==> src/rtl/pagemode_dram_pkg.sv <==
package pagemode_dram_pkg;

    localparam int ROW_W  = 9;
    localparam int COL_W  = 9;
    localparam int DQ_W   = 4;
    localparam int ADDR_W = ROW_W + COL_W;

    typedef enum logic [2:0] {
        ST_PRE,   // row strobe high, precharge running
        ST_IDLE,  // precharged, no row open
        ST_REF,   // memory lent to refresh scheduler
        ST_ROW,   // row strobe low, row address on pins
        ST_CSET,  // column address set-up, column strobe high
        ST_CASL,  // column strobe low
        ST_CASH,  // column strobe precharge
        ST_OPEN   // row open, waiting
    } state_t;

    typedef struct packed {
        logic [ROW_W-1:0] row;
        logic [COL_W-1:0] col;
        logic             we;
        logic [DQ_W-1:0]  wd;
    } access_t;

    // nanoseconds to whole cycles, rounded up, at least one
    function automatic int ns2cyc(input int ns, input int clk_ps);
        int c;
        c = (ns * 1000 + clk_ps - 1) / clk_ps;
        return (c < 1) ? 1 : c;
    endfunction

    function automatic int imax(input int a, input int b);
        return (a > b) ? a : b;
    endfunction

endpackage

==> src/rtl/pagemode_dram_timer.sv <==
module pagemode_dram_timer #(
    parameter int CNT_W   = 16,
    parameter int RST_VAL = 0
) (
    input  logic             clk,
    input  logic             rst,
    input  logic             load,
    input  logic [CNT_W-1:0] load_val,
    output logic             done
);
    logic [CNT_W-1:0] cnt;

    always_ff @(posedge clk) begin
        if (rst)
            cnt <= CNT_W'(RST_VAL);
        else if (load)
            cnt <= load_val;
        else if (cnt != '0)
            cnt <= cnt - 1'b1;
    end

    assign done = (cnt == '0);
endmodule

==> src/rtl/pagemode_dram_budget.sv <==
module pagemode_dram_budget #(
    parameter int CNT_W     = 16,
    parameter int MIN_LOW   = 14,
    parameter int EXPIRE_AT = 70
) (
    input  logic clk,
    input  logic rst,
    input  logic ras_low,
    output logic min_met,
    output logic expire
);
    localparam logic [CNT_W-1:0] CNT_MAX = '1;

    // number of earlier consecutive cycles with the row strobe low
    logic [CNT_W-1:0] low_cnt;

    always_ff @(posedge clk) begin
        if (rst || !ras_low)
            low_cnt <= '0;
        else if (low_cnt != CNT_MAX)
            low_cnt <= low_cnt + 1'b1;
    end

    assign min_met = (low_cnt >= CNT_W'(MIN_LOW - 1));
    assign expire  = (low_cnt >  CNT_W'(EXPIRE_AT));
endmodule

==> src/rtl/pagemode_dram_seq.sv <==
module pagemode_dram_seq
    import pagemode_dram_pkg::*;
#(
    parameter int CNT_W   = 16,
    parameter int RP_CYC  = 4,
    parameter int ROW_CYC = 3,
    parameter int CAS_CYC = 2,
    parameter int CP_CYC  = 1
) (
    input  logic              clk,
    input  logic              rst,
    input  logic              req_valid,
    output logic              req_ready,
    input  logic [ADDR_W-1:0] req_addr,
    input  logic              req_we,
    input  logic [DQ_W-1:0]   req_wdata,
    output logic              rd_valid,
    output logic [DQ_W-1:0]   rd_data,
    input  logic              ref_req,
    output logic              ref_gnt,
    input  logic              min_met,
    input  logic              expire,
    output logic              ras_low,
    output logic              tmr_load,
    output logic [CNT_W-1:0]  tmr_val,
    input  logic              tmr_done,
    output logic              dram_ras_n,
    output logic              dram_cas_n,
    output logic              dram_we_n,
    output logic              dram_oe_n,
    output logic [ROW_W-1:0]  dram_addr,
    output logic [DQ_W-1:0]   dram_dq_o,
    output logic              dram_dq_oe,
    input  logic [DQ_W-1:0]   dram_dq_i
);
    localparam logic [CNT_W-1:0] LD_RP  = CNT_W'(RP_CYC - 1);
    localparam logic [CNT_W-1:0] LD_ROW = CNT_W'(ROW_CYC - 1);
    localparam logic [CNT_W-1:0] LD_CAS = CNT_W'(CAS_CYC - 1);
    localparam logic [CNT_W-1:0] LD_CP  = CNT_W'(CP_CYC - 1);

    state_t  st, st_n;
    access_t cur_q;
    logic    pend_q, pend_n;
    logic    accept, same_row, must_close, col_phase, drv_phase;

    assign same_row   = (req_addr[ADDR_W-1:COL_W] == cur_q.row);
    assign must_close = ref_req || expire;

    always_comb begin
        st_n      = st;
        pend_n    = pend_q;
        tmr_load  = 1'b0;
        tmr_val   = '0;
        req_ready = 1'b0;
        accept    = 1'b0;
        unique case (st)
            ST_PRE: if (tmr_done) begin
                if (pend_q) begin
                    st_n = ST_ROW; tmr_load = 1'b1; tmr_val = LD_ROW; pend_n = 1'b0;
                end else begin
                    st_n = ST_IDLE;
                end
            end
            ST_IDLE: begin
                if (ref_req) begin
                    st_n = ST_REF;
                end else begin
                    req_ready = 1'b1;
                    if (req_valid) begin
                        accept = 1'b1; st_n = ST_ROW; tmr_load = 1'b1; tmr_val = LD_ROW;
                    end
                end
            end
            ST_REF: if (!ref_req) begin
                st_n = ST_PRE; tmr_load = 1'b1; tmr_val = LD_RP;
            end
            ST_ROW: if (tmr_done) begin
                st_n = ST_CSET; tmr_load = 1'b1; tmr_val = '0;
            end
            ST_CSET: begin
                st_n = ST_CASL; tmr_load = 1'b1; tmr_val = LD_CAS;
            end
            ST_CASL: if (tmr_done) begin
                st_n = ST_CASH; tmr_load = 1'b1; tmr_val = LD_CP;
            end
            ST_CASH: if (tmr_done) st_n = ST_OPEN;
            ST_OPEN: begin
                if (must_close) begin
                    if (min_met) begin
                        st_n = ST_PRE; tmr_load = 1'b1; tmr_val = LD_RP; pend_n = 1'b0;
                    end
                end else begin
                    req_ready = same_row || min_met;
                    if (req_valid && req_ready) begin
                        accept   = 1'b1;
                        tmr_load = 1'b1;
                        if (same_row) begin
                            st_n = ST_CSET; tmr_val = '0;
                        end else begin
                            st_n = ST_PRE; tmr_val = LD_RP; pend_n = 1'b1;
                        end
                    end
                end
            end
            default: st_n = ST_PRE;
        endcase
    end

    always_ff @(posedge clk) begin
        if (rst) begin
            st       <= ST_PRE;
            pend_q   <= 1'b0;
            cur_q    <= '0;
            rd_valid <= 1'b0;
            rd_data  <= '0;
        end else begin
            st       <= st_n;
            pend_q   <= pend_n;
            rd_valid <= 1'b0;
            if (accept) begin
                cur_q.row <= req_addr[ADDR_W-1:COL_W];
                cur_q.col <= req_addr[COL_W-1:0];
                cur_q.we  <= req_we;
                cur_q.wd  <= req_wdata;
            end
            if (st == ST_CASL && tmr_done && !cur_q.we) begin
                rd_data  <= dram_dq_i;
                rd_valid <= 1'b1;
            end
        end
    end

    // pin decode from the registered state
    assign ras_low    = !(st inside {ST_PRE, ST_IDLE, ST_REF});
    assign col_phase  = (st inside {ST_CSET, ST_CASL, ST_CASH, ST_OPEN});
    assign drv_phase  = (st inside {ST_CSET, ST_CASL});
    assign dram_ras_n = !ras_low;
    assign dram_cas_n = (st != ST_CASL);
    assign dram_we_n  = !(cur_q.we && drv_phase);
    assign dram_oe_n  = !(!cur_q.we && drv_phase);
    assign dram_dq_oe = cur_q.we && drv_phase;
    assign dram_dq_o  = cur_q.wd;
    assign dram_addr  = col_phase ? cur_q.col : cur_q.row;
    assign ref_gnt    = (st == ST_REF);
endmodule

==> src/rtl/pagemode_dram_ctrl.sv <==
module pagemode_dram_ctrl
    import pagemode_dram_pkg::*;
#(
    parameter int CLK_PS      = 10000,
    parameter int CNT_W       = 16,
    parameter int T_RP_NS     = 40,
    parameter int T_RC_NS     = 110,
    parameter int T_RAS_NS    = 60,
    parameter int T_RAC_NS    = 60,
    parameter int T_RAH_NS    = 10,
    parameter int T_CAC_NS    = 15,
    parameter int T_AA_NS     = 30,
    parameter int T_CASW_NS   = 15,
    parameter int T_CP_NS     = 10,
    parameter int T_RASMAX_NS = 10000
) (
    input  logic              clk,
    input  logic              rst,
    input  logic              req_valid,
    output logic              req_ready,
    input  logic [ADDR_W-1:0] req_addr,
    input  logic              req_we,
    input  logic [DQ_W-1:0]   req_wdata,
    output logic              rd_valid,
    output logic [DQ_W-1:0]   rd_data,
    input  logic              ref_req,
    output logic              ref_gnt,
    output logic              dram_ras_n,
    output logic              dram_cas_n,
    output logic              dram_we_n,
    output logic              dram_oe_n,
    output logic [ROW_W-1:0]  dram_addr,
    output logic [DQ_W-1:0]   dram_dq_o,
    output logic              dram_dq_oe,
    input  logic [DQ_W-1:0]   dram_dq_i
);
    localparam int RP_CYC     = ns2cyc(T_RP_NS, CLK_PS);
    localparam int CAS_CYC    = imax(imax(ns2cyc(T_CAC_NS, CLK_PS), ns2cyc(T_AA_NS, CLK_PS) - 1),
                                     ns2cyc(T_CASW_NS, CLK_PS));
    localparam int ROW_CYC    = imax(ns2cyc(T_RAH_NS, CLK_PS), ns2cyc(T_RAC_NS, CLK_PS) - 1 - CAS_CYC);
    localparam int CP_CYC     = ns2cyc(T_CP_NS, CLK_PS);
    localparam int RASMIN_CYC = imax(ns2cyc(T_RAS_NS, CLK_PS), ns2cyc(T_RC_NS, CLK_PS) - RP_CYC);
    localparam int RASMAX_CYC = ns2cyc(T_RASMAX_NS, CLK_PS);
    localparam int PAGE_CYC   = 1 + CAS_CYC + CP_CYC;
    localparam int EXPIRE_AT  = RASMAX_CYC - PAGE_CYC - 2;

    logic             ras_low, min_met, expire, tmr_load, tmr_done;
    logic [CNT_W-1:0] tmr_val;

    pagemode_dram_timer #(.CNT_W(CNT_W), .RST_VAL(RP_CYC - 1)) u_timer (
        .clk(clk), .rst(rst), .load(tmr_load), .load_val(tmr_val), .done(tmr_done)
    );

    pagemode_dram_budget #(.CNT_W(CNT_W), .MIN_LOW(RASMIN_CYC), .EXPIRE_AT(EXPIRE_AT)) u_budget (
        .clk(clk), .rst(rst), .ras_low(ras_low), .min_met(min_met), .expire(expire)
    );

    pagemode_dram_seq #(
        .CNT_W(CNT_W), .RP_CYC(RP_CYC), .ROW_CYC(ROW_CYC), .CAS_CYC(CAS_CYC), .CP_CYC(CP_CYC)
    ) u_seq (
        .clk(clk), .rst(rst),
        .req_valid(req_valid), .req_ready(req_ready), .req_addr(req_addr),
        .req_we(req_we), .req_wdata(req_wdata),
        .rd_valid(rd_valid), .rd_data(rd_data),
        .ref_req(ref_req), .ref_gnt(ref_gnt),
        .min_met(min_met), .expire(expire), .ras_low(ras_low),
        .tmr_load(tmr_load), .tmr_val(tmr_val), .tmr_done(tmr_done),
        .dram_ras_n(dram_ras_n), .dram_cas_n(dram_cas_n), .dram_we_n(dram_we_n),
        .dram_oe_n(dram_oe_n), .dram_addr(dram_addr), .dram_dq_o(dram_dq_o),
        .dram_dq_oe(dram_dq_oe), .dram_dq_i(dram_dq_i)
    );
endmodule

==> config.mk <==
export PLATFORM = sky130hd
export DESIGN_NAME = pagemode_dram_ctrl
export DESIGN_NICKNAME = d
export VERILOG_FILES = /design/src/rtl/pagemode_dram_pkg.sv /design/src/rtl/pagemode_dram_timer.sv /design/src/rtl/pagemode_dram_budget.sv /design/src/rtl/pagemode_dram_seq.sv /design/src/rtl/pagemode_dram_ctrl.sv
export SDC_FILE = /design/constraint.sdc
export NUM_CORES = 1
export LEC_CHECK = 0
export ABC_AREA = 1
export BUFFER_PORTS_ARGS = -buffer_cell sky130_fd_sc_hd__buf_4
export CAP_MARGIN = 20
export CORE_MARGIN = 8
export CORE_UTILIZATION = 52
export CTS_CLUSTER_SIZE = 14
export DETAILED_ROUTE_END_ITERATION = 10
export PLACE_DENSITY = 0.88
export SYNTH_ARGS = -nofsm -noshare
export SYNTH_HDL_FRONTEND = slang
export SYNTH_HIERARCHICAL = 1
export SYNTH_SLANG_ARGS = --single-unit
export TNS_END_PERCENT = 10
==> constraint.sdc <==
create_clock -name clk -period 2.25 [get_ports clk]
set_input_delay 0.1125 -clock clk [delete_from_list [all_inputs] [get_ports clk]]
set_output_delay 0.1125 -clock clk [all_outputs]
set_load 0.005 [all_outputs]
; ---- After elaboration in Yosys (flattened, before gate mapping)
; Index checks and enable logic that the tools add are counted.
; W data, S select, Z words.
[totals]
regBits = 64
input_bits = 31
out_inout_bits = 25
[op_classes]
n_addsub = 2
n_lt_le_gt_ge = 2
eq_ne = 19
muxes = 47
reduce_logical = 22
[op_table]
columns = op, count
row1 = $mux W16, 6
row2 = $pmux W16 S5, 1
row3 = $mux W3, 11
row4 = $pmux W3 S8, 1
row5 = $mux W1, 17
row6 = $add A16 B1 Y16 const B, 1
row7 = $ge A16 B3 Y1 const B, 1
row8 = $gt A16 B10 Y1 const B, 1
row9 = $logic_not A16 Y1, 1
row10 = $ne A16 B16 Y1 const B, 1
row11 = $reduce_bool A16 Y1, 1
row12 = $sub A16 B1 Y16 const B, 1
row13 = $eq A3 B3 Y1 const B, 4
row14 = $mux W2, 6
row15 = $eq A9 B9 Y1, 1
row16 = $mux W9, 1
row17 = $ne A3 B3 Y1 const B, 3
row18 = $ne A2 B1 Y1 const B, 4
row19 = $reduce_and A8 Y1, 1
row20 = $eq A3 B2 Y1 const B, 2
row21 = $pmux W1 S2, 3
row22 = $pmux W1 S6, 1
row23 = $reduce_bool A2 Y1, 3
row24 = $logic_and A1 B1 Y1, 5
row25 = 11 further kinds, 15

; ---- Longest topological paths before layout
; Gate-level depths: netlist of the first run.
[logic_depth]
word_depth = 7
depth_mapped = 18
depth_no_buf = 17

; ---- Hierarchy
; Netlist of the first run, hierarchy kept.
[by_module_without_submodules]
columns = mod, instances, cells_per_inst, area_per_inst_um2, seq_area_each_um2
row1 = pagemode_dram_seq, 1, 277, 1833.0, 640.6
row2 = pagemode_dram_timer, 1, 181, 1107.3, 320.3
row3 = pagemode_dram_budget, 1, 163, 1032.2, 320.3

; ---- Least setup slack after synthesis of the first run
; No wires, ideal clock.
[synth_path]
kind = register to register
from = register u_timer.cnt[0]
to = register u_timer.cnt[1]
setup_ps = 126
arrival_ps = 2204
required_time_ps = 2124
path_slack_ps = -80
path_stages_with_launch = 16
path_buffers = 2
period_less_slack_ps = 2330
cell_sequence = dfxtp_1 inv_1 ha_1 nand2_2 nor2_8 nand3b_1 nor3_1 inv_1 o22ai_1 inv_1 o2111ai_1 buf_2 inv_1 buf_4 o211ai_1 nand3_1
[synth_between]
elab_chain_cells = 4
[synth_rtl]
columns = element, line_no
row1 = "start, declared", pagemode_dram_timer.sv:11  ; logic [CNT_W-1:0] cnt;
row2 = "start signal, assigned", pagemode_dram_timer.sv:15  ; cnt <= CNT_W'(RST_VAL);
row3 = "start signal, assigned", pagemode_dram_timer.sv:17  ; cnt <= load_val;
row4 = "start signal, assigned", pagemode_dram_timer.sv:19  ; cnt <= cnt - 1'b1;
row5 = $logic_not A16 Y1 (*), pagemode_dram_timer.sv:22  ; assign done = (cnt == '0);
row6 = net tmr_done, pagemode_dram_ctrl.sv:47  ; logic ras_low, min_met, expire, tmr_load, tmr_done;
row7 = "$mux W1, on equally long branches", "pagemode_dram_seq.sv:77, pagemode_dram_seq.sv:83, pagemode_dram_seq.sv:57"
row8 = $pmux W1 S6 (*), pagemode_dram_seq.sv:56  ; unique case (st)
row9 = net tmr_load, pagemode_dram_ctrl.sv:47
row10 = $mux W16 / $reduce_bool A2 Y1 (equally long branches), n/a
; Mark *: on every way through the listed nets, which the timed path passes. The rest lies on a longest branch. The select of a mux whose other input is x is not followed.
; A chain may end at the register's enable or synchronous reset.

; ---- Worst setup path in the final report of the first run
[layout_path]
from = register u_timer.cnt[1]
to = register u_timer.cnt[2]
; Same word-level chain as after synthesis.

==> results of run 1 <==
## per-stage QoR
stage / worst slack, ns / hold WS [ns]
finish: 0.143 / 0.0142
global route: -0.0445 / 0.0208
CTS: 0.0312 / 0.00249
detailed placement: -0.0287 / 0.343
global placement: 0.0569 / 0.334
floorplan: 0.0173 / 0.182
## cell type report
cell class	count	area (sq um)	area share, %
multi-input combinational	455	2280	45.8
sequential	64	1280	25.8
timing repair buffer	93	746	15.0
inverter	82	313	6.30
tap	102	128	2.57
clock buffer	9	124	2.49
clock inverter	7	96.3	1.94
## sequential cells by signal, indices dropped and copies added, names as in the netlist
| name | count |
|---|---|
| u_seq/rd_valid | 1 |
| u_seq/st | 3 |
| u_seq/cur_q | 19 |
| u_budget/low_cnt | 16 |
| u_seq/dram_dq_o | 4 |
| u_seq/rd_data | 4 |
| u_seq/pend_q | 1 |
| u_timer/cnt | 16 |
## where the power goes
| group | internal [uW] | leakage (uW) | switching, uW | total (uW) |
|---|---|---|---|---|
| clock network | 623 | 0.000101 | 487 | 1110 |
| logic | 816 | 0.00173 | 1310 | 2130 |
| registers | 1330 | 0.000521 | 194 | 1520 |
| total | 2770 | 0.00236 | 1990 | 4760 |
## worst max-delay path by stage
stage	slack [ns]	cells after the start	to
after floorplan	0.02	15	u_timer/cnt[1]
final	0.14	13	u_timer/cnt[2]
after detailed placement	-0.03	14	u_timer/cnt[1]
after global routing	-0.04	15	u_timer/cnt[11]
after CTS	0.03	15	u_timer/cnt[1]
after global placement	0.06	15	u_timer/cnt[13]
## worst max-delay path, delay by kind of cell (launching register included)
| kind | cells | cell delay (ns) |
|---|---|---|
| buf+inv | 4 | 0.60 |
| simple gates | 6 | 0.55 |
| compound gates | 2 | 0.36 |
| flops | 1 | 0.33 |
| fa+ha+maj | 1 | 0.16 |
## kinds of logic after synthesis
kind of cell	Yosys count	synth area share [%]
flip-flops	64	32.3
buffers and inverters	115	13.8
other	1	0.0944
AND/OR/NAND/NOR	354	40.2
XOR/XNOR	12	2.65
AO/OA/AOI/OAI	72	10.1
adder cells (fa/ha/maj)	3	0.945
## cells in the final DEF (no fill, tap or decap), drive strengths merged, types with 2 or more instances in the layout
| cell type | netlist | layout |
|---|---|---|
| nand4 | 9 | 9 |
| nor2 | 125 | 125 |
| nor3 | 10 | 10 |
| ha | 3 | 3 |
| clkinvlp | 0 | 3 |
| bufinv | 0 | 2 |
| nand3 | 47 | 47 |
| a21oi | 17 | 17 |
| buf | 29 | 81 |
| nand2 | 159 | 159 |
| a31oi | 7 | 7 |
| or2 | 2 | 2 |
| o21ai | 41 | 41 |
| conb | 1 | 14 |
| dfxtp | 64 | 64 |
| inv | 80 | 79 |
| clkinv | 2 | 5 |
| clkbuf | 4 | 9 |
| dlygate4sd3 | 0 | 12 |
| xor2 | 3 | 3 |
| xnor2 | 9 | 9 |
## routing by layer
metal | GRT usage [%] | up-vias | wire length [microns]
met4 | 8.45 | 0 | 193
met2 | 34.2 | 131 | 5260
met3 | 6.63 | 18 | 636
met1 | 22.0 | 1888 | 4360
li1 | - | 2086 | -
met5 | 0 | - | 0
## what timing repair did
item / 4_1_cts / 5_1_grt
resized for setup: 1 / 18
pin swaps: 0 / 8
cloned: 0 / 1
endpoints found under the setup margin: 1 / 48
setup buffers: 2 / 2
hold buffers: 12 / 0
endpoints found under the hold margin: 12 / 0
==> metrics.yaml, run 1 <==
sta:
  slew_violations: 0
  slew-limit-headroom_pct: 42.0
  final-setup-viol-count: 0
  tns_ns: 0
  rsz0062_at_grt: "yes"
  finalHoldViolations: 0
  period_minus_slack_ns: 2.11
  fmax_ghz: 0.475
  worst_pin_slew_ns: 0.869
  skew_ns: 0.00925
  timing.final.crit_share_pct: 93.7
drt:
  dr.first_iter.drc_count: 323
  first_pass_iters: 4
  vias: 4123
  finalWirelength_microns: 10500
  wl_per_cell_microns: 12.9
  ant_nets: 0
  vias_per_cell: 5.08
  remaining_drc_errors: 0
critical_path:
  crit_fanout: 17
  cp_data_arrival_time_ns: 2.35
  timing.rr.end: "u_timer/cnt[2]"
  r2r_cells: 13
  end_kind: "flip-flop"
  start_kind: "flip-flop"
  path_class: "reg -> reg"
  r2r-start: "u_timer/cnt[1]"
  crit_required_ns: 2.49
  cpPeakStageDelay_ns: 0.33
  crit_chain: "inv_1 > ha_4 > nand2_4 > nor2_8 > nand3b_1 > nor3_2 > inv_1 > buf_4 > o2111ai_2 > buf_4 > nor2_1 > a22oi_1 > nor2_1"
  crit_start: "u_timer/cnt[1]"
  slowest_stage: "dfxtp_1"
  rrSetupSlack_ns: 0.14
final_layout:
  fillers: 575
  area_growth_pct: 25.0
  final_util_pct: 65.6
  antennaDiodeCount: 0
  drive_gt1_share_pct: 22.1
  nets: 739
  design_area_sq_um: 4970
  stdcell_count: 812
logic_synthesis:
  synth_commonest_cells: "nand2_1 (148), nor2_1 (113), inv_1 (71)"
  synth_top_area_share_pct: 32.3
  synthArstFlopShare_pct: 0
  postSynthAreaPerCell_sq_um: 6.40
  synth_top_area_cell: "dfxtp_1"
  ys_seq_area_share_pct: 32.3
  synth_edf_count: 0
  ys_ff_latch: 64
  synthTopCellsByArea: "dfxtp_1 (32%), nand2_1 (14%), nor2_1 (11%)"
  synth_most_common_cell: "nand2_1"
  syn_inst: 621
  yosysUniqueCellTypes: 44
  synth_warnings: 6
  post_synth_instance_area_sq_um: 3970
  synth-main-ff-cell: "dfxtp_1"
floorplan:
  fp.dieH_microns: 103
  die_area_sq_um: 10700
  coreArea_sq_um: 7570
  initial_core_util_pct: 52.5
  die_w_microns: 103
  ios: 56
  num_rows: 32
power:
  peakVddDrop_mv: 0.550
  p_leak_uw: 0.00236
  total_power_uw: 4760
  pwr_density_cell_nw_per_um2: 959
placement:
  place_area_sq_um: 4520
  gp_congestion: 0.951
  dp.cells: 779
  hpwlAfterDp_microns: 7400
  io_buffers: 55
clock_network:
  clkTransAtPathRegs_ns: 0.07
  cts_tree: "yes"
  numCtsBuffers: 9
  cts_max_path_buffers: 2
  htree_levels: 3
  root_buffer: "clkbuf_8"
  clk_latency_ns: 0.35
  cts_sinks: 64
grt:
  grt_pass1_vias: 3938
  grt_max_degree: 31
  grtUsageTotal_pct: 19.9
  grt_first_pass_wirelength_microns: 17100
  antenna_found_initial: 0
  overflow: 0
min_path:
  min_path_type: "in -> reg"
  worstHoldPathCells: 3
  hold-path-endpoint: "u_seq/cur_q[6]"
  min_from: "req_addr[1]"
outcome:
  status: "finished, final reports clean"
job:
  drv_cap: 0
No activity file was read; power rests on OpenSTA's default activity.
==> run 2, diff against run 1 <==
--- a/config.mk
+++ b/config.mk
@@ -9,10 +9,10 @@
 export BUFFER_PORTS_ARGS = -buffer_cell sky130_fd_sc_hd__buf_4
 export CAP_MARGIN = 20
 export CORE_MARGIN = 8
-export CORE_UTILIZATION = 52
+export CORE_UTILIZATION = 55
 export CTS_CLUSTER_SIZE = 14
 export DETAILED_ROUTE_END_ITERATION = 10
-export PLACE_DENSITY = 0.88
+export PLACE_DENSITY = 0.89
 export SYNTH_ARGS = -nofsm -noshare
 export SYNTH_HDL_FRONTEND = slang
 export SYNTH_HIERARCHICAL = 1
==> constraint.sdc (replaced) <==
create_clock -name clk -period 2.6 [get_ports clk]
set_input_delay 0.13 -clock clk [delete_from_list [all_inputs] [get_ports clk]]
set_output_delay 0.13 -clock clk [all_outputs]
set_load 0.005 [all_outputs]
==> run 2 against run 1 <==
Net effect: sequential share of layout area increased by 1.7 points; first-iteration DRC count decreased by 38%; cell area decreased by 6.5%; clock power decreased by 12%; flip-flop and latch count unchanged; maximum frequency decreased by 14%; routed wire length decreased by 8.5%; power decreased by 16%; largest cell class unchanged; non-clock buffer count decreased by 28; largest power group unchanged; register-to-register slack about the same; sequential power decreased by 13%; critical path type unchanged.
==> metrics.yaml, run 2 (synthesized netlist as in run 1, its figures left out) <==
final_layout:
  antennaDiodeCount: 0  # unchanged
  stdcell_count: 781  # -3.8%
  largest_registers: "u_seq/cur_q (19), u_budget/low_cnt (16), u_timer/cnt (16)"
  final_common_cell: "nand2_1"
  multiInputGateArea_sq_um: 2200  # -3.2%
  largest_register: "u_seq/cur_q"
  largest_reg_flops: 19  # unchanged
  area_growth_pct: 16.9
  layout_common_cells: "nand2_1 (148), nor2_1 (113), inv_1 (70)"
  fillers: 612  # +6.4%
  nets: 711  # -3.8%
  drive_gt1_share_pct: 18.6  # -3.5 points
  regArea_sq_um: 1280  # -0.19%
floorplan:
  die_w_microns: 101  # -2.3%
  die_area_sq_um: 10200  # -4.6%
  fp.dieH_microns: 101  # -2.3%
  ios: 56  # unchanged
  initial_core_util_pct: 55.7  # +3.2 points
  num_rows: 31  # -3.1%
  coreArea_sq_um: 7140  # -5.7%
job:
  drv_cap: 0  # unchanged
critical_path:
  end_kind: "flip-flop"
  crit_required_ns: 2.83  # +0.34 ns
  crit_fanout: 7  # -10
  cp_data_arrival_time_ns: 2.68  # +0.33 ns
  start_kind: "flip-flop"
  path_class: "reg -> reg"
sta:
  finalHoldViolations: 0  # unchanged
  timing.final.crit_share_pct: 94.5  # +0.82 points
  fmax_ghz: 0.407  # -14%
  slew_violations: 0  # unchanged
  slew-limit-headroom_pct: 43.2  # +1.2 points
  period_minus_slack_ns: 2.46  # +0.349 ns
  setup_ws_ns: 0.143  # +0.000748 ns
  worst_pin_slew_ns: 0.851  # -0.0184 ns
  skew_ns: 0.0103  # +0.00105 ns
  final-setup-viol-count: 0  # unchanged
drt:
  finalWirelength_microns: 9560  # -8.5%
  wl_per_cell_microns: 12.2  # -4.9%
  vias_per_cell: 5.12  # +0.92%
  vias: 4002  # -2.9%
  remaining_drc_errors: 0  # unchanged
  first_pass_iters: 6  # +2
  ant_nets: 0  # unchanged
  dr.first_iter.drc_count: 201  # -38%
grt:
  overflow: 0  # unchanged
  grt_pass1_vias: 3787  # -3.8%
  grt_first_pass_wirelength_microns: 16100  # -5.5%
  antenna_found_initial: 0  # unchanged
  grtUsageTotal_pct: 19.3  # -0.64 points
  grt_max_degree: 32  # +3.2%
placement:
  dp.cells: 759  # -2.6%
  hpwlAfterDp_microns: 7080  # -4.3%
  gp_congestion: 0.922  # -3.0%
  io_buffers: 55  # unchanged
  place_ws_ns: 0.0594  # +0.0881 ns
clock_network:
  clkTransAtPathRegs_ns: 0.08  # about the same
  numCtsBuffers: 9  # unchanged
  cts_sinks: 64  # unchanged
  cts_tree: "yes"
  root_buffer: "clkbuf_8"
  cts_max_path_buffers: 2  # unchanged
  htree_levels: 3  # unchanged
  clk_latency_ns: 0.35  # about the same
power:
  peakVddDrop_mv: 0.669  # +22%
  pwr_density_cell_nw_per_um2: 860  # -10%
  total_power_uw: 4000  # -16%
  p_leak_uw: 0.00222  # -5.9%
min_path:
  min_path_type: "in -> reg"
outcome:
  status: "finished, final reports clean"
-- run 2: changes by cell type in the layout (fill, tap and decap cells not counted), moves of 2 or more --
cell,before,now
nor3_1,6,8
dlygate4sd3_1,12,1
nand3_2,5,3
buf_4,77,63
nor3_2,4,2
dfxtp_2,2,0
nand3_1,42,44
dfxtp_1,62,64
nand2_1,146,148
-- run 2: worst paths after layout --
kind         slack (ns)  depth (start not counted)          endpoint            from
max                0.14                         16    u_timer/cnt[5]  u_timer/cnt[0]
min                0.01                          3  u_seq/rd_data[2]    dram_dq_i[2]
max reg2reg        0.14                         16    u_timer/cnt[5]  u_timer/cnt[0]
min reg2reg        0.47                          2    u_timer/cnt[0]  u_timer/cnt[0]
-- run 2: repair_timing --
| item | CTS | global route |
|---|---|---|
| hold endpoints to repair | 1 | 0 |
| hold buffers | 1 | 0 |
| gates resized for setup | 0 | 5 |
| endpoints found under the setup margin | 0 | 20 |
| setup buffers | 0 | 5 |
-- run 2: cell type report --
type / instances / area share, %
flip-flops and latches: 64 / 27.6
clock buffers: 10 / 2.96
repair buffers: 65 / 10.6
inverters: 82 / 6.73
clock inverters: 6 / 1.99
well taps: 99 / 2.67
multi-input cells: 455 / 47.4
-- run 2: stage by stage --
| stage | hold slack [ns] | cell area (sq um) | utilization, % | TNS, ns |
|---|---|---|---|---|
| global placement | 0.352 | 4350 | 61.0 | 0 |
| finish | 0.0139 | 4650 | 65.1 | 0 |
| CTS | 0.00671 | 4590 | 64.3 | 0 |
| detailed placement | 0.369 | 4350 | 61.0 | 0 |
| global route | 0.0146 | 4650 | 65.1 | -0.182 |
| floorplan | 0.199 | 4020 | - | 0 |
-- run 2: metal layers --
metal | global-route usage [%] | routed length [microns]
met4 | 6.99 | 199
met2 | 34.5 | 4730
met5 | 0 | 0
met3 | 6.98 | 634
met1 | 20.2 | 3990
-- run 2: report_power, final --
part           switching (uW)  internal (uW)  total (uW)
registers                 170           1150        1320
logic                    1060            640        1700
clock network             409            569         978
total                    1640           2360        4000
-- run 2: critical path, cell delays in order (launching register included) --
cell and delay (ns):
dfxtp_1 0.31, inv_1 0.10, ha_1 0.21, nand2_2 0.14, nor2_8 0.16, nand3b_1 0.13
nor3_2 0.14, inv_1 0.13, o22ai_2 0.21, inv_1 0.07, o2111ai_1 0.16, inv_2 0.13
buf_4 0.19, nand2_2 0.09, nor2_1 0.05, nor2_1 0.09, nor2_1 0.04
==> run 3, diff against run 2 <==
--- a/config.mk
+++ b/config.mk
@@ -6,13 +6,13 @@
 export NUM_CORES = 1
 export LEC_CHECK = 0
 export ABC_AREA = 1
-export BUFFER_PORTS_ARGS = -buffer_cell sky130_fd_sc_hd__buf_4
 export CAP_MARGIN = 20
 export CORE_MARGIN = 8
 export CORE_UTILIZATION = 55
 export CTS_CLUSTER_SIZE = 14
 export DETAILED_ROUTE_END_ITERATION = 10
-export PLACE_DENSITY = 0.89
+export DONT_BUFFER_PORTS = 1
+export PLACE_DENSITY = 0.82
 export SYNTH_ARGS = -nofsm -noshare
 export SYNTH_HDL_FRONTEND = slang
 export SYNTH_HIERARCHICAL = 1
==> run 3 against run 2 <==
Net effect: die area is the same; utilization decreased by 2.8 points; setup slack improved by 0.090 ns; maximum frequency grew 3.8%; sequential power about the same; global-route usage grew 1.3 points; power decreased by 0.91%; via count is 1.9% lower; first-iteration DRC count is 45% higher; critical path depth unchanged; clock power increased by 1%; sequential share of layout area grew 1.3 points; critical endpoint is now u_timer/cnt[15].
==> metrics.yaml, run 3 (synthesized netlist as in run 1, its figures left out) <==
sta:
  worst_pin_slew_ns: 0.856  # +0.00542 ns
  fmax_ghz: 0.423  # +3.8%
  timing.final.crit_share_pct: 91.0  # -3.5 points
  final-setup-viol-count: 0  # unchanged
  skew_ns: 0.0139  # +0.00360 ns
  setup_ws_ns: 0.234  # +0.0904 ns
  tns_ns: 0  # unchanged
  period_minus_slack_ns: 2.37  # -0.0904 ns
  fin_hold_ws_ns: 0.0216  # +0.00773 ns
  finalHoldViolations: 0  # unchanged
  slew_violations: 0  # unchanged
  slew-limit-headroom_pct: 42.9  # -0.36 points
  rsz0062_at_grt: "no"
placement:
  hpwlAfterDp_microns: 6860  # -3.0%
  io_buffers: 0  # -100%
  place_ws_ns: 0.188  # +0.129 ns
  gp_congestion: 0.930  # +0.78%
grt:
  grt_first_pass_wirelength_microns: 17000  # +5.6%
  grt_pass1_vias: 3790  # +0.079%
  antenna_found_initial: 0  # unchanged
  grtUsageTotal_pct: 20.6  # +1.3 points
  overflow: 0  # unchanged
  grt_max_degree: 32  # unchanged
final_layout:
  largest_reg_flops: 19  # unchanged
  fillers: 584  # -4.6%
  drive_gt1_share_pct: 10.7  # -8.0 points
  layout_common_cells: "nand2_1 (148), nor2_1 (112), inv_1 (70)"
  final_common_cell: "nand2_1"
  largest_register: "u_seq/cur_q"
  antennaDiodeCount: 0  # unchanged
  area_growth_pct: 11.9
  largest_registers: "u_seq/cur_q (19), u_budget/low_cnt (16), u_timer/cnt (16)"
  nets: 676  # -4.9%
drt:
  wl_per_cell_microns: 13.6  # +11%
  first_pass_iters: 5  # -1
  vias_per_cell: 5.26  # +2.7%
  finalWirelength_microns: 10200  # +6.3%
  vias: 3927  # -1.9%
  remaining_drc_errors: 0  # unchanged
  dr.first_iter.drc_count: 292  # +45%
  ant_nets: 0  # unchanged
critical_path:
  cp_data_arrival_time_ns: 2.58  # -0.10 ns
  cp_top_family: "simple AND/OR/NAND/NOR gates"
  crit_required_ns: 2.81  # -0.02 ns
  start_kind: "flip-flop"
  crit_fanout: 8  # +1
  crit_chain: "inv_1 > ha_2 > nand2_2 > nor2_8 > nand3b_1 > nor3_1 > inv_1 > o22ai_1 > inv_1 > o2111ai_2 > inv_2 > buf_4 > nand2_2 > nor2_1 > nor2_1 > nor2_1"
  cpPeakStageDelay_ns: 0.32  # about the same
  critical_path_buf_inv_count: 5  # unchanged
  slowest_stage: "dfxtp_1"
  end_kind: "flip-flop"
  path_class: "reg -> reg"
job:
  drv_cap: 0  # unchanged
outcome:
  status: "finished, final reports clean"
floorplan:
  initial_core_util_pct: 55.7  # unchanged
  coreArea_sq_um: 7140  # unchanged
  num_rows: 31  # unchanged
  die_area_sq_um: 10200  # unchanged
  fp.dieH_microns: 101  # unchanged
  ios: 56  # unchanged
  die_w_microns: 101  # unchanged
min_path:
  min_path_type: "in -> reg"
clock_network:
  root_buffer: "clkbuf_8"
  clk_latency_ns: 0.35  # about the same
  cts_tree: "yes"
  numCtsBuffers: 9  # unchanged
  cts_max_path_buffers: 2  # unchanged
  cts_sinks: 64  # unchanged
  clkTransAtPathRegs_ns: 0.08  # about the same
  htree_levels: 3  # unchanged
power:
  pwr_density_cell_nw_per_um2: 891  # +3.6%
  p_clk_share_pct: 25.0  # +0.5 points
  p_leak_uw: 0.00203  # -8.6%
  total_power_uw: 3960  # -0.91%
  p_sw_uw: 1690  # +3.3%
  p_int_uw: 2270  # -3.9%
  p_sw_share_pct: 42.7  # +1.8 points
  peakVddDrop_mv: 0.612  # -8.6%
  combPwrFrac_pct: 41.3  # -1.2 points
  p_seq_share_pct: 33.7  # +0.7 points
## run 3: metrics by stage
stage	std cells	instance area, sq um	utilization, %
2_1_floorplan	634	4020	-
3_3_place_gp	703	3930	55.1
3_5_place_dp	703	3930	55.1
4_1_cts	744	4410	61.8
5_1_grt	746	4440	62.3
6_report	746	4440	62.3
## run 3: timing repair
action / CTS / global route
setup endpoints to repair: 0 / 25
gates resized for setup: 0 / 9
setup buffers: 0 / 2
endpoints found under the hold margin: 48 / 0
hold buffers: 25 / 0
## run 3: layout make-up
type / instances / area (sq um) / share of cell area, %
clock buffers: 9 / 124 / 2.79
flip-flops and latches: 64 / 1280 / 28.8
repair buffers: 30 / 292 / 6.56
well taps: 99 / 124 / 2.79
inverters: 82 / 317 / 7.12
multi-input cells: 455 / 2200 / 49.6
clock inverters: 7 / 104 / 2.34
## run 3: routing by layer
layer | track usage [%] | routed length [microns] | vias up
met5 | 0 | 0 | -
met4 | 10.3 | 272 | 0
met3 | 7.11 | 796 | 33
met2 | 35.6 | 4910 | 149
met1 | 21.8 | 4190 | 1769
li1 | - | - | 1976
## run 3: final timing paths
path / from / to / slack (ns) / cells after the start
max reg2reg: u_timer/cnt[0] / u_timer/cnt[15] / 0.23 / 16
min reg2reg: u_timer/cnt[0] / u_timer/cnt[0] / 0.47 / 2
min: req_we / u_seq/cur_q[4] / 0.02 / 2
max: u_timer/cnt[0] / u_timer/cnt[15] / 0.23 / 16
## run 3: worst reg2reg max path: cells and delay by family, from the launching register on
kind                     cells  cell delay, ns
AND/OR/NAND/NOR              8            0.77
buffers and inverters        5            0.62
flip-flops                   1            0.32
AO/OA/AOI/OAI                2            0.32
adder cells (fa/ha/maj)      1            0.21
## run 3: power by group through the flow
stage                     logic (uW)  clock network, uW  registers [uW]
after detailed placement        1500                  0            1350
final                           1640                989            1340
after global placement          1470                  0            1340
after global routing            1850               1040            1360
after floorplan                 1300                  0            1290
after CTS                       1550               1000            1330
